==> src/rtl/lbgpio_pkg.sv <==
package lbgpio_pkg;
  localparam int ADDR_W = 9;
  localparam int DATA_W = 32;
  localparam int PA_W   = 24;
  localparam int PB_W   = 12;
  localparam logic [DATA_W-1:0] ID_WORD = 32'h4C81_0001;
  // word indices (byte offset / 4)
  localparam logic [ADDR_W-1:0] IDX_ID     = 9'd0;
  localparam logic [ADDR_W-1:0] IDX_PA_DAT = 9'd8;
  localparam logic [ADDR_W-1:0] IDX_PA_DIR = 9'd9;
  localparam logic [ADDR_W-1:0] IDX_PB_DAT = 9'd10;
  localparam logic [ADDR_W-1:0] IDX_PB_DIR = 9'd11;
endpackage

==> src/rtl/lbgpio_sync.sv <==
module lbgpio_sync #(
  parameter int W      = 8,
  parameter int STAGES = 2
) (
  input  logic         clk,
  input  logic         rst,
  input  logic [W-1:0] d,
  output logic [W-1:0] q
);
  logic [W-1:0] stage_q [STAGES];

  always_ff @(posedge clk) begin
    if (rst) stage_q[0] <= '0;
    else     stage_q[0] <= d;
  end

  for (genvar s = 1; s < STAGES; s++) begin : g_stage
    always_ff @(posedge clk) begin
      if (rst) stage_q[s] <= '0;
      else     stage_q[s] <= stage_q[s-1];
    end
  end

  assign q = stage_q[STAGES-1];
endmodule

==> src/rtl/lbgpio_port.sv <==
module lbgpio_port #(
  parameter int W = 24
) (
  input  logic         clk,
  input  logic         rst,
  input  logic         we_dat,
  input  logic         we_dir,
  input  logic [W-1:0] wdata,
  input  logic [W-1:0] pin_in,
  output logic [W-1:0] pin_out,
  output logic [W-1:0] pin_oe,
  output logic [W-1:0] dat_rd,
  output logic [W-1:0] dir_rd
);
  logic [W-1:0] latch_q;
  logic [W-1:0] dir_q;
  logic [W-1:0] pin_sync;

  lbgpio_sync #(.W(W), .STAGES(2)) u_sync (
    .clk (clk),
    .rst (rst),
    .d   (pin_in),
    .q   (pin_sync)
  );

  always_ff @(posedge clk) begin
    if (rst) begin
      latch_q <= '0;
      dir_q   <= '0;
    end else begin
      if (we_dat) latch_q <= wdata;
      if (we_dir) dir_q   <= wdata;
    end
  end

  assign pin_out = latch_q;
  assign pin_oe  = dir_q;
  assign dat_rd  = (latch_q & dir_q) | (pin_sync & ~dir_q);
  assign dir_rd  = dir_q;
endmodule

==> src/rtl/lbgpio_bus_dec.sv <==
module lbgpio_bus_dec
  import lbgpio_pkg::*;
(
  input  logic              clk,
  input  logic              rst,
  input  logic              cs_n,
  input  logic              rd_n,
  input  logic              wr_n,
  input  logic [ADDR_W-1:0] addr,
  output logic              rd_act,
  output logic              we_pa_dat,
  output logic              we_pa_dir,
  output logic              we_pb_dat,
  output logic              we_pb_dir
);
  logic wr_act;
  logic wr_act_q;
  logic wr_start;

  assign wr_act   = !cs_n && !wr_n;
  assign rd_act   = !cs_n && !rd_n;
  assign wr_start = wr_act && !wr_act_q;

  always_ff @(posedge clk) begin
    if (rst) wr_act_q <= 1'b0;
    else     wr_act_q <= wr_act;
  end

  assign we_pa_dat = wr_start && (addr == IDX_PA_DAT);
  assign we_pa_dir = wr_start && (addr == IDX_PA_DIR);
  assign we_pb_dat = wr_start && (addr == IDX_PB_DAT);
  assign we_pb_dir = wr_start && (addr == IDX_PB_DIR);
endmodule

==> src/rtl/lbgpio_top.sv <==
module lbgpio_top
  import lbgpio_pkg::*;
(
  input  logic              clk,
  input  logic              rst,
  input  logic              bus_cs_n,
  input  logic              bus_rd_n,
  input  logic              bus_wr_n,
  input  logic [ADDR_W-1:0] bus_addr,
  input  logic [DATA_W-1:0] bus_wdata,
  output logic [DATA_W-1:0] bus_rdata,
  output logic              bus_rdata_oe,
  input  logic [PA_W-1:0]   pa_in,
  output logic [PA_W-1:0]   pa_out,
  output logic [PA_W-1:0]   pa_oe,
  input  logic [PB_W-1:0]   pb_in,
  output logic [PB_W-1:0]   pb_out,
  output logic [PB_W-1:0]   pb_oe
);
  logic rd_act, we_pa_dat, we_pa_dir, we_pb_dat, we_pb_dir;
  logic [PA_W-1:0] pa_dat_rd, pa_dir_rd;
  logic [PB_W-1:0] pb_dat_rd, pb_dir_rd;
  logic [DATA_W-1:0] rd_mux;
  logic unused_wdata_hi;

  assign unused_wdata_hi = ^bus_wdata[DATA_W-1:PA_W];

  lbgpio_bus_dec u_dec (
    .clk       (clk),
    .rst       (rst),
    .cs_n      (bus_cs_n),
    .rd_n      (bus_rd_n),
    .wr_n      (bus_wr_n),
    .addr      (bus_addr),
    .rd_act    (rd_act),
    .we_pa_dat (we_pa_dat),
    .we_pa_dir (we_pa_dir),
    .we_pb_dat (we_pb_dat),
    .we_pb_dir (we_pb_dir)
  );

  lbgpio_port #(.W(PA_W)) u_port_a (
    .clk     (clk),
    .rst     (rst),
    .we_dat  (we_pa_dat),
    .we_dir  (we_pa_dir),
    .wdata   (bus_wdata[PA_W-1:0]),
    .pin_in  (pa_in),
    .pin_out (pa_out),
    .pin_oe  (pa_oe),
    .dat_rd  (pa_dat_rd),
    .dir_rd  (pa_dir_rd)
  );

  lbgpio_port #(.W(PB_W)) u_port_b (
    .clk     (clk),
    .rst     (rst),
    .we_dat  (we_pb_dat),
    .we_dir  (we_pb_dir),
    .wdata   (bus_wdata[PB_W-1:0]),
    .pin_in  (pb_in),
    .pin_out (pb_out),
    .pin_oe  (pb_oe),
    .dat_rd  (pb_dat_rd),
    .dir_rd  (pb_dir_rd)
  );

  always_comb begin
    rd_mux = '0;
    case (bus_addr)
      IDX_ID:     rd_mux = ID_WORD;
      IDX_PA_DAT: rd_mux[PA_W-1:0] = pa_dat_rd;
      IDX_PA_DIR: rd_mux[PA_W-1:0] = pa_dir_rd;
      IDX_PB_DAT: rd_mux[PB_W-1:0] = pb_dat_rd;
      IDX_PB_DIR: rd_mux[PB_W-1:0] = pb_dir_rd;
      default:    rd_mux = '0;
    endcase
  end

  assign bus_rdata_oe = rd_act;
  assign bus_rdata    = rd_act ? rd_mux : '0;
endmodule

==> config.mk <==
export PLATFORM = sky130hd
export DESIGN_NAME = lbgpio_top
export DESIGN_NICKNAME = d
export VERILOG_FILES = /design/src/rtl/lbgpio_pkg.sv /design/src/rtl/lbgpio_sync.sv /design/src/rtl/lbgpio_port.sv /design/src/rtl/lbgpio_bus_dec.sv /design/src/rtl/lbgpio_top.sv
export SDC_FILE = /design/constraint.sdc
export NUM_CORES = 1
export LEC_CHECK = 0
export ABC_AREA = 1
export ABC_CLOCK_PERIOD_IN_PS = 5300
export BUFFER_PORTS_ARGS = -buffer_cell sky130_fd_sc_hd__buf_4
export CORE_MARGIN = 2
export CORE_UTILIZATION = 40
export DETAILED_ROUTE_END_ITERATION = 16
export GPL_TIMING_DRIVEN = 0
export PLACE_DENSITY = 0.64
export RECOVER_POWER = 25
export SYNTH_ARGS = -nofsm -noshare
export SYNTH_HDL_FRONTEND = slang
export SYNTH_SLANG_ARGS = --single-unit
export TNS_END_PERCENT = 20
==> constraint.sdc <==
create_clock -name clk -period 5.3 [get_ports clk]
set_input_delay 1.59 -clock clk [delete_from_list [all_inputs] [get_ports clk]]
set_output_delay 1.59 -clock clk [all_outputs]
set_load 0.02 [all_outputs]
* After elaboration in Yosys (flattened, before gate mapping)
Memories as Yosys holds them, arrays and structs flattened. Index checks and enable logic that the tools add are counted.
Word-level totals: register bits 73, bits in writable memories 72, input bits 82, output and inout bits 105, logic and storage cells 46, memories 2
Memories:
- u_port_a.u_sync.stage_q | words 2, width 24, read ports 2, clocked after Yosys merged registers in 0, write ports 2, line lbgpio_sync.sv:10 | logic [W-1:0] stage_q [STAGES];
- u_port_b.u_sync.stage_q | words 2, width 12, read ports 2, clocked after Yosys merged registers in 0, write ports 2, line lbgpio_sync.sv:10
Operators by class: eq/ne operators 4, multiplexer cells 11, bitwise gates (word level) 12, reduce and logical (&&, ||, !) cells 12
Operators by type and width (number):
- case mux 12 bit (5 select lines) | 1
- bitwise AND 24 bit | 2
- two-way mux 24 bit | 2
- equality test 9 x 4 -> 1 bit, second input constant | 4
- case mux 12 bit (3 select lines) | 1
- two-way mux 32 bit | 1
- bitwise AND 12 bit | 2
- two-way mux 12 bit | 2
- inverter 24 bit | 1
- OR 24 bit | 1
- inverter 12 bit | 1
- OR 12 bit | 1
- logical NOT 9 bit | 1
- logical AND 1 bit | 7
- two-way mux 7 bit | 1
- logical NOT 1 bit | 4
- OR 1 bit | 4
- two-way mux 1 bit | 3

* Depth between registers and ports, before layout
depth after elaboration 5, gate-level depth with buffers 10, depth with buffers taken out 9

* Cells and area by module
A second synthesis with hierarchy kept.
Second synthesis, totals: cell total of the unflattened synthesis 1006, area, all modules 6735.2 µm²
Modules (own cells, without submodules):
- lbgpio_port at u_port_a | times used 1, cells an instance 376, area an instance 2351.0 µm², seq. area each 960.9 µm²
- lbgpio_sync at u_port_a.u_sync | times used 1, cells an instance 149, area an instance 1365.1 µm², seq. area each 960.9 µm²
- lbgpio_port at u_port_b | times used 1, cells an instance 187, area an instance 1189.9 µm², seq. area each 480.5 µm²
- lbgpio_top | times used 1, cells an instance 191, area an instance 1006.0 µm², seq. area each 0.0 µm²
- lbgpio_sync at u_port_b.u_sync | times used 1, cells an instance 74, area an instance 683.2 µm², seq. area each 480.5 µm²
- lbgpio_bus_dec | times used 1, cells an instance 29, area an instance 140.1 µm², seq. area each 20.0 µm²

* Worst setup path after synthesis
OpenSTA, ideal clock, no wires.
path type input to output, start input bus_cs_n, end output bus_rdata[27], arrival time 2.882 ns, required time 3.710 ns, slack 0.828 ns, stages on the path 4, buffers on the path 1, cells stage by stage nor2_1 inv_1 nor2_1 buf_4
On the way: cells in the longest elaborated chain, start to end 3
RTL lines:
- start, declared | line lbgpio_top.sv:6 | input logic bus_cs_n,
- logical NOT 1 bit | line lbgpio_bus_dec.sv:21 | assign rd_act = !cs_n && !rd_n;
- logical AND 1 bit | line lbgpio_bus_dec.sv:21
- two-way mux 32 bit | line lbgpio_top.sv:81 | assign bus_rdata = rd_act ? rd_mux : '0;
- end, declared | line lbgpio_top.sv:11 | output logic [DATA_W-1:0] bus_rdata,
No other way between the ends.

* Worst setup path in the final report
start input bus_cs_n, end output bus_rdata[30]
The elaborated chain is that of the path after synthesis.

==> flow_metrics.py <==
metrics = {
    "placed_design": {
        "port_buffers": 173,
        "gp_congestion": 0.897,
        "hpwl_um": 13400,
    },
    "worst_setup_path": {
        "critPathMaxFanout": 6,
        "worstPathRequired_ps": 3710,
        "r2r-end": "u_port_a.pin_out[3]",
        "reg2regPathDepth": 5,
        "crit_path_end_kind": "output port",
        "crit_path_start_kind": "input port",
        "crit_path_end": "bus_rdata[30]",
        "crit_type": "in2out",
        "rrSetupSlack_ps": 3500,
        "crit_start": "bus_cs_n",
        "worstPathArrival_ps": 3220,
        "r2r_start": "u_dec.wr_act_q",
    },
    "clock_tree": {
        "clockRootBuffer": "clkbuf_16",
        "cts_resized": 0,
        "h-tree-depth": 4,
        "path_clk_slew_ps": 60,
        "clkLatencyLatePin_ps": 420,
        "cts_hold_buffers": 0,
        "clock_path_buffers": 2,
        "postCtsSetupBuffers": 0,
        "clock-sinks": 145,
        "cts_tree": "done",
        "numCtsBuffers": 17,
    },
    "min_path": {
        "hp-start": "u_port_a.u_sync.stage_q[0][17]",
        "hold_class": "reg2reg",
        "hold_depth": 2,
    },
    "die": {
        "die_y_um": 126,
        "die-width_um": 126,
        "design.die.area_mm2": 0.0158,
        "start_util": 0.409,
        "io_pins": 187,
        "core_area_mm2": 0.0145,
        "core.rowCount": 44,
    },
    "cells_and_area": {
        "fin_nets": 1096,
        "drive_gt1_frac": 0.227,
        "final_cell_mix": "buf_4 (169), inv_1 (157), dfxtp_1 (145)",
        "antenna_cells": 0,
        "final_common_cell": "buf_4",
        "syn_to_final_growth_pct": 35.6,
    },
    "synth": {
        "yosys_warnings": 0,
        "postSynthCellCount": 818,
        "ys_ff_latch": 145,
        "yosysSeqAreaShare": 0.490,
        "ys_types": 24,
        "syn_area_mm2": 0.00592,
        "avgSynthCellArea_um2": 7.24,
    },
    "timing": {
        "period_needed_ps": 4810,
        "tns_ps": 0,
        "setup_viol_count_final": 0,
        "relSlewSlack": 0.480,
        "fmax_mhz": 208,
        "maxSlewViolCount": 0,
        "rsz0062_at_grt": "false",
        "hold_viol": 0,
        "fin_crit_sh": 0.907,
        "fin_hold_ws_ps": 398,
        "skew_ps": 5.41,
        "max_slew.worst_pin.slew_ps": 776,
    },
    "power_and_ir_drop": {
        "power_switching_uw": 550,
        "p_per_area_mw_per_mm2": 311,
        "p_leak_uw": 0.00370,
        "netSwitchingFraction": 0.221,
        "peakVddDrop_uv": 241,
        "p_int_uw": 1940,
        "power_frac_seq": 0.451,
        "comb_power_share": 0.056,
        "clkPwrFrac": 0.493,
    },
    "outcome": {
        "status": "finished clean",
    },
    "job": {
        "cap_violations": 0,
    },
    "global_routing": {
        "antenna_found_initial": 0,
        "grt_max_degree": 17,
        "grt_pass1_vias": 5142,
        "grt_overflow": 0,
        "grt_pass1_wl_um": 26900,
        "grt_usage": 0.221,
    },
    "drt": {
        "via_count": 5584,
        "antenna_left": 0,
        "drt_iter0_markers": 481,
        "routed_via_density": 4.61,
        "drc": 0,
        "wirelength_um": 17600,
        "wl_per_cell_um": 14.5,
        "dr.pass1.iters": 5,
    },
}
flip-flops by register name, summed over array words and instances, names as in the netlist:
signal	cells
u_port_a.pin_out	24
u_port_a.dir_rd	24
u_port_a.u_sync.stage_q	48
u_port_b.u_sync.stage_q	24
u_port_b.dir_rd	12
u_port_b.pin_out	12
u_dec.wr_act_q	1
cell families (layout without fill, tap and decap cells):
kind of cell,count (synthesis),after routing,share of synthesized area
AOI/OAI and AO/OA,191,191,0.162
buffers and inverters,204,408,0.146
DFF,145,145,0.490
other,1,5,0.000633
and+or+nand+nor,277,277,0.201
power groups by stage:
stage,sequential (uW),clock [uW],combinational [uW]
6_report,1120,1230,139
5_1_grt,1130,1290,157
4_1_cts,1120,1240,140
3_5_place_dp,1150,0,140
3_3_place_gp,1150,0,139
2_1_floorplan,1150,0,68.0
worst max-delay path: stages:
cell and delay, ps:
buf_4 130, nor2_1 600, inv_1 300, nor2_1 310, buf_4 160, buf_4 120
worst min-delay path by stage:
stage / to
finish: u_port_a.u_sync.stage_q[1][17]
global route: u_port_a.u_sync.stage_q[1][19]
CTS: u_port_a.u_sync.stage_q[1][17]
detailed placement: u_port_a.u_sync.stage_q[1][5]
global placement: u_port_a.u_sync.stage_q[1][20]
floorplan: u_port_a.u_sync.stage_q[1][0]
synth_stat cells:
master | count | area (um^2)
inv_1 | 157 | 589
dfxtp_1 | 145 | 2900
nor2_1 | 118 | 443
nand2_1 | 98 | 368
o21ai_0 | 97 | 485
a21oi_1 | 76 | 380
nand3_1 | 42 | 210
clkbuf_1 | 22 | 82.6
o21ai_1 | 16 | 80.1
buf_4 | 10 | 75.1
buf_6 | 7 | 78.8
buf_2 | 6 | 30.0
nand2_2 | 5 | 31.3
nand3_2 | 5 | 50.1
nor2_2 | 4 | 25.0
o21a_1 | 2 | 15.0
clkinv_2 | 1 | 5.00
conb_1 | 1 | 3.75
inv_2 | 1 | 3.75
nand2_4 | 1 | 11.3
nor2_4 | 1 | 11.3
nor2_8 | 1 | 20.0
nor3_1 | 1 | 5.00
nor3_4 | 1 | 16.3
final cells by class:
class                   instances  area [um^2]
fillers                      1482         6450
repair buffers                173         1250
well taps                     184          230
inverters                     159          598
multi-input cells             473         2170
clock inverters                11          156
flip-flops and latches        145         2900
plain buffers                  45          267
clock buffers                  20          457
layer usage:
| metal | share of wire | vias up | global-route usage |
|---|---|---|---|
| met5 | 0 | - | 0 |
| met2 | 0.47 | 188 | 0.351 |
| li1 | - | 2904 | - |
| met1 | 0.45 | 2470 | 0.292 |
| met3 | 0.070 | 22 | 0.0607 |
| met4 | 0.018 | 0 | 0.0745 |
per-stage QoR:
stage,util,instances,cell area [um^2],total power (uW),setup slack [ps]
floorplan,-,822,5940,1210,828
global placement,0.516,1179,7470,1290,545
detailed placement,0.516,1179,7470,1290,551
CTS,0.558,1210,8080,2510,553
global route,0.555,1210,8030,2570,399
finish,0.555,1210,8030,2490,492
Power figures use the tool's default switching activity.
